<file path="config.mk">
export PLATFORM = sky130hd
export DESIGN_NAME = regbank_key_gate
export DESIGN_NICKNAME = d
export VERILOG_FILES = /design/src/rtl/kg_pkg.sv /design/src/rtl/kg_decode.sv /design/src/rtl/kg_key_slot.sv /design/src/rtl/regbank_key_gate.sv
export SDC_FILE = /design/constraint.sdc
export NUM_CORES = 1
export LEC_CHECK = 0
export ABC_CLOCK_PERIOD_IN_PS = 3250
export BUFFER_PORTS_ARGS = -buffer_cell sky130_fd_sc_hd__buf_2
export CAP_MARGIN = 20
export CORE_ASPECT_RATIO = 0.8
export CORE_MARGIN = 2
export CORE_UTILIZATION = 39
export DETAILED_ROUTE_END_ITERATION = 12
export GPL_ROUTABILITY_DRIVEN = 1
export PLACE_DENSITY = 0.62
export SLEW_MARGIN = 20
export SYNTH_ARGS = -nofsm -noshare
export SYNTH_HDL_FRONTEND = slang
export SYNTH_SLANG_ARGS = --single-unit
export TNS_END_PERCENT = 5
</file>
<file path="constraint.sdc">
create_clock -name clk -period 3.25 [get_ports clk]
set_input_delay 0.8125 -clock clk [delete_from_list [all_inputs] [get_ports clk]]
set_output_delay 0.8125 -clock clk [all_outputs]
set_load 0.1 [all_outputs]
</file>
<file path="src/rtl/kg_pkg.sv">
// Shared constants for the key-locked write gate.
// Assumes exactly two keys; widths are fixed by the bus.
package kg_pkg;
    localparam int KG_NUM_KEYS = 2;
    localparam int KG_ADDR_W   = 8;
    localparam int KG_DATA_W   = 32;
    typedef logic [KG_ADDR_W-1:0] kg_addr_t;
    typedef logic [KG_DATA_W-1:0] kg_data_t;
endpackage

</file>
<file path="src/rtl/kg_decode.sv">
// Address decode for the write gate: flags which key (if any) an address
// selects and whether the address lies in the guarded range.
// Assumes key addresses are distinct and below PROT_LIMIT.
module kg_decode #(
    parameter int NUM_KEYS = kg_pkg::KG_NUM_KEYS,
    parameter int ADDR_W   = kg_pkg::KG_ADDR_W,
    parameter logic [NUM_KEYS-1:0][ADDR_W-1:0] KEY_ADDR = '0,
    parameter logic [ADDR_W-1:0] PROT_LIMIT = '0
) (
    input  logic [ADDR_W-1:0]   addr,
    output logic [NUM_KEYS-1:0] key_hit,
    output logic                guarded
);
    // One comparator per key address.
    for (genvar k = 0; k < NUM_KEYS; k++) begin : g_cmp
        assign key_hit[k] = (addr == KEY_ADDR[k]);
    end

    // Guarded means below the limit and not a key slot.
    always_comb begin
        guarded = (addr < PROT_LIMIT) && (key_hit == '0);
    end
endmodule

</file>
<file path="src/rtl/kg_key_slot.sv">
// One key register: stores the last written word and reports whether it
// equals the unlock word for this slot. Clears to zero on reset.
module kg_key_slot #(
    parameter int DATA_W = kg_pkg::KG_DATA_W,
    parameter logic [DATA_W-1:0] OPEN_WORD = '0
) (
    input  logic              clk,
    input  logic              rst_n,
    input  logic              wr_en,
    input  logic [DATA_W-1:0] wdata,
    output logic [DATA_W-1:0] value,
    output logic              match
);
    // Key storage: synchronous reset, load on a write to this slot.
    always_ff @(posedge clk) begin
        if (!rst_n) begin
            value <= '0;
        end else if (wr_en) begin
            value <= wdata;
        end
    end

    // Match flag against this slot's unlock word.
    always_comb begin
        match = (value == OPEN_WORD);
    end
endmodule

</file>
<file path="src/rtl/regbank_key_gate.sv">
// Write gate for a register bank. Two key registers must both hold their
// unlock words before guarded writes reach the bank; any other key value
// closes it. Reads are passed through untouched. Assumes single-cycle
// write strobes and a combinational bank read path.
module regbank_key_gate #(
    parameter int ADDR_W = kg_pkg::KG_ADDR_W,
    parameter int DATA_W = kg_pkg::KG_DATA_W,
    parameter logic [ADDR_W-1:0] KEY0_ADDR  = 8'h6C,
    parameter logic [ADDR_W-1:0] KEY1_ADDR  = 8'h70,
    parameter logic [DATA_W-1:0] KEY0_WORD  = 32'h83E7_0B13,
    parameter logic [DATA_W-1:0] KEY1_WORD  = 32'h95A4_F1E0,
    parameter logic [ADDR_W-1:0] PROT_LIMIT = 8'hA0
) (
    input  logic              clk,
    input  logic              rst_n,
    input  logic              bus_wr,
    input  logic [ADDR_W-1:0] bus_addr,
    input  logic [DATA_W-1:0] bus_wdata,
    output logic [DATA_W-1:0] bus_rdata,
    input  logic [DATA_W-1:0] bank_rdata,
    output logic              bank_we,
    output logic              locked
);
    localparam int NUM_KEYS = kg_pkg::KG_NUM_KEYS;
    localparam logic [NUM_KEYS-1:0][ADDR_W-1:0] KEY_ADDRS = {KEY1_ADDR, KEY0_ADDR};
    localparam logic [NUM_KEYS-1:0][DATA_W-1:0] KEY_WORDS = {KEY1_WORD, KEY0_WORD};

    logic [NUM_KEYS-1:0]             key_hit;
    logic [NUM_KEYS-1:0]             key_match;
    logic [NUM_KEYS-1:0][DATA_W-1:0] key_value;
    logic                            guarded;

    kg_decode #(
        .NUM_KEYS   (NUM_KEYS),
        .ADDR_W     (ADDR_W),
        .KEY_ADDR   (KEY_ADDRS),
        .PROT_LIMIT (PROT_LIMIT)
    ) u_decode (
        .addr    (bus_addr),
        .key_hit (key_hit),
        .guarded (guarded)
    );

    for (genvar k = 0; k < NUM_KEYS; k++) begin : g_key
        kg_key_slot #(
            .DATA_W    (DATA_W),
            .OPEN_WORD (KEY_WORDS[k])
        ) u_slot (
            .clk   (clk),
            .rst_n (rst_n),
            .wr_en (bus_wr && key_hit[k]),
            .wdata (bus_wdata),
            .value (key_value[k]),
            .match (key_match[k])
        );
    end

    // Lock state: open only when every key matches its word.
    always_comb begin
        locked = !(&key_match);
    end

    // Write qualifier: guarded range needs the bank open, keys never pass.
    always_comb begin
        if (!bus_wr || key_hit != '0) begin
            bank_we = 1'b0;
        end else if (guarded) begin
            bank_we = !locked;
        end else begin
            bank_we = 1'b1;
        end
    end

    // Read mux: key contents at key addresses, bank data elsewhere.
    always_comb begin
        bus_rdata = bank_rdata;
        for (int k = 0; k < NUM_KEYS; k++) begin
            if (key_hit[k]) begin
                bus_rdata = key_value[k];
            end
        end
    end
endmodule

</file>
==> results.md <==
- Status: complete, no violations
- Tmin final: 3.16 ns
- # IOs: 109
- Clock Latency Late Sink: 0.33 ns
- Post-DP HPWL: 6460 um
- Most frequent cells in the layout: mux2i_1 (96), buf_2 (75), nor2b_1 (64), dfxtp_1 (64), buf_12 (35)
- Cell accounting for the most synthesized area: dfxtp_1
- Placed Area: 4860 um^2
- Global-route wire length before repair: 14,800 um
- Final Cell Area: roughly 5000 um^2
- Internal power: 1.30 mW
- Resize count post-CTS: 0
- Sequential share of the synthesized area: 0.380
- Input/output buffers: about 110
- Total Power: 1.85 mW
- Leakage: 2.62 nW
- WL final: 8990 um
- Sequential share of power: 0.425
- Nets: 522
- Post-CTS setup buffers: 0
- Largest register FFs: 64
- CP Class: primary input to output pin
- Final core utilization: 0.596
- Max-slew headroom: 0.389
- Clock tree buffer depth: 2
- Hold_buf cts: 0
- Die span in y: around 87 um
- Max FO, Critical Path: 34
- Remaining DRCs: 0
- Initial Util: 0.400
- Skew final: 0 ns
- Fmax: between 300 and 400 MHz
- Fin cells: 562
- Avg Vias per Cell: 4.99
- Max-slew violation count: 0
- Leading cell type in the layout, fill and taps excluded: mux2i_1
- Number of max-cap violations: 0
- N_diodes: 0
- Placed Cells: 548
- Worst Path Arrival: 2.35 ns
- RSZ-0062 raised after global routing: false
- Num rows: 30
- Primary FF master, synth: dfxtp_1
- Post-synth EDFFs: 0
- Synthesized area: around 3400 um^2
- Drt initial violations: 71
- Clock power share: 0.341
- Startpoint types: primary input
- Syn. warnings: 0
- Vias in the first global route: just under 3,000
- Die width: 108 um
- Pwr per Cell Area: 367 nW/um^2
- Clock-pin slew on the worst setup and hold paths: around 0.070 ns
- CTS tree: built
- Synthesized area per cell: 9.84 um^2
- Final setup TNS: 0 ns
- Area growth from synthesis to layout: 49.2%
- Peak supply drop: 0.158 mV
- Share of cells above drive strength 1: 0.371
- Top Registers: g_key.u_slot.value (64)
- Count of cell types in the netlist: 24
- Vias: 2,805
- Gpl congestion: about 0.81
- Mapped Cells: 343
- Post-route setup slack: 0.0898 ns
- Setup-failing EPs final: 0
- Tot GR Track Use: 0.203
- CP required: 2.44 ns
- Syn Nets: between 400 and 500
- Top-area cell type share of the netlist area: 0.380
- Switching share of total power: 0.296
- Antenna-violating nets left: 0
- WL/cell: 16.0 um
- Setup WS pre-CTS: 0.111 ns
- FFs w/ async S/R, synth: 0
- Period utilization: 0.972
- GRT overflow: 0
- WHS: 0.545 ns
- Die ar.: between 9000 and 10,000 um^2
- Logic pwr share: 0.234
- Tightest Pin Transition: between 0.9 and 1 ns
- Largest reg by FF count: g_key.u_slot.value
- Largest net degree at the start of global routing: 65
- Sw power: 0.547 mW
- Initial antenna violation count: 1
- Filler Cell Count: 751
- CTS root buffer: clkbuf_8
- Placeable Area: between 8000 and 9000 um^2
- Number of buffers created by CTS: 9
- Clock Sinks: 64
- H-Tree Level Count: 3
- Hold Fails Final Rpt: 0
- Synth Register Bits: 64
- Worst min path class: register to register
- Critical Path Sink Type: output pin
- Initial DRT Pass Iterations: 6
- Area contributors post-synth: dfxtp_1 (38%), mux2i_1 (28%), nor2b_1 (12%)
[layer usage]
layer | share of wire | wire length [um] | vias to the layer above | global-route usage
li1 | - | - | 1415 | -
met1 | 0.47 | 4180 | 1301 | 0.263
met2 | 0.46 | 4160 | 80 | 0.336
met3 | 0.065 | 583 | 7 | 0.0643
met4 | 0.0050 | 45 | 2 | 0.0385
met5 | 0.0014 | 13 | - | 0
[logic make-up after synthesis]
family                 synth area share
AOI/OAI and AO/OA                0.0526
buffers and inverters            0.0415
DFF                               0.380
muxes                             0.285
and+or+nand+nor                   0.242
[worst max-delay path: stages]
cell and delay, ns:
buf_2 0.12, nor4b_4 0.37, buf_4 0.23, nand3_4 0.11, buf_12 0.21, nor2_1 0.23
a21oi_4 0.06, buf_12 0.17
[power by group through the flow]
stage | Combinational (mW) | Sequential, mW | Clock (mW)
final | 0.432 | 0.786 | 0.630
after floorplan | 0.263 | 0.803 | 0
after global placement | 0.429 | 0.804 | 0
after global routing | 0.448 | 0.785 | 0.680
after detailed placement | 0.433 | 0.804 | 0
after CTS | 0.435 | 0.786 | 0.654
[worst paths after layout]
kind	end	from	cells past startpoint	slack, ns
worst max-delay path	bus_rdata[23]	bus_addr[7]	8	0.09
worst min-delay path	g_key[0].u_slot.value[4]$_SDFFE_PN0P_	g_key[0].u_slot.value[4]$_SDFFE_PN0P_	2	0.54
worst max register to register	g_key[1].u_slot.value[2]$_SDFFE_PN0P_	g_key[1].u_slot.value[2]$_SDFFE_PN0P_	2	2.56
worst min register to register	g_key[0].u_slot.value[4]$_SDFFE_PN0P_	g_key[0].u_slot.value[4]$_SDFFE_PN0P_	2	0.54
[synth_stat cells (all sizes together), types with 2 or more instances]
master and n:
dfxtp 64, mux2i 96, a21oi 33, nor4b 7
clkbuf 8, nor2b 64, nand3 2, and4b 6
nor2 32, nand4 6, nor4bb 3, buf 15
[layout make-up]
cell class	count	area [um^2]	share of cell area
clock buffer	10	128	0.0253
clock inverter	4	47.5	0.00944
multi-input combinational	256	2320	0.460
sequential	64	1280	0.254
tap	112	140	0.0278
timing repair buffer	116	1120	0.223
Note: power is estimated with default switching activity, not from simulation.
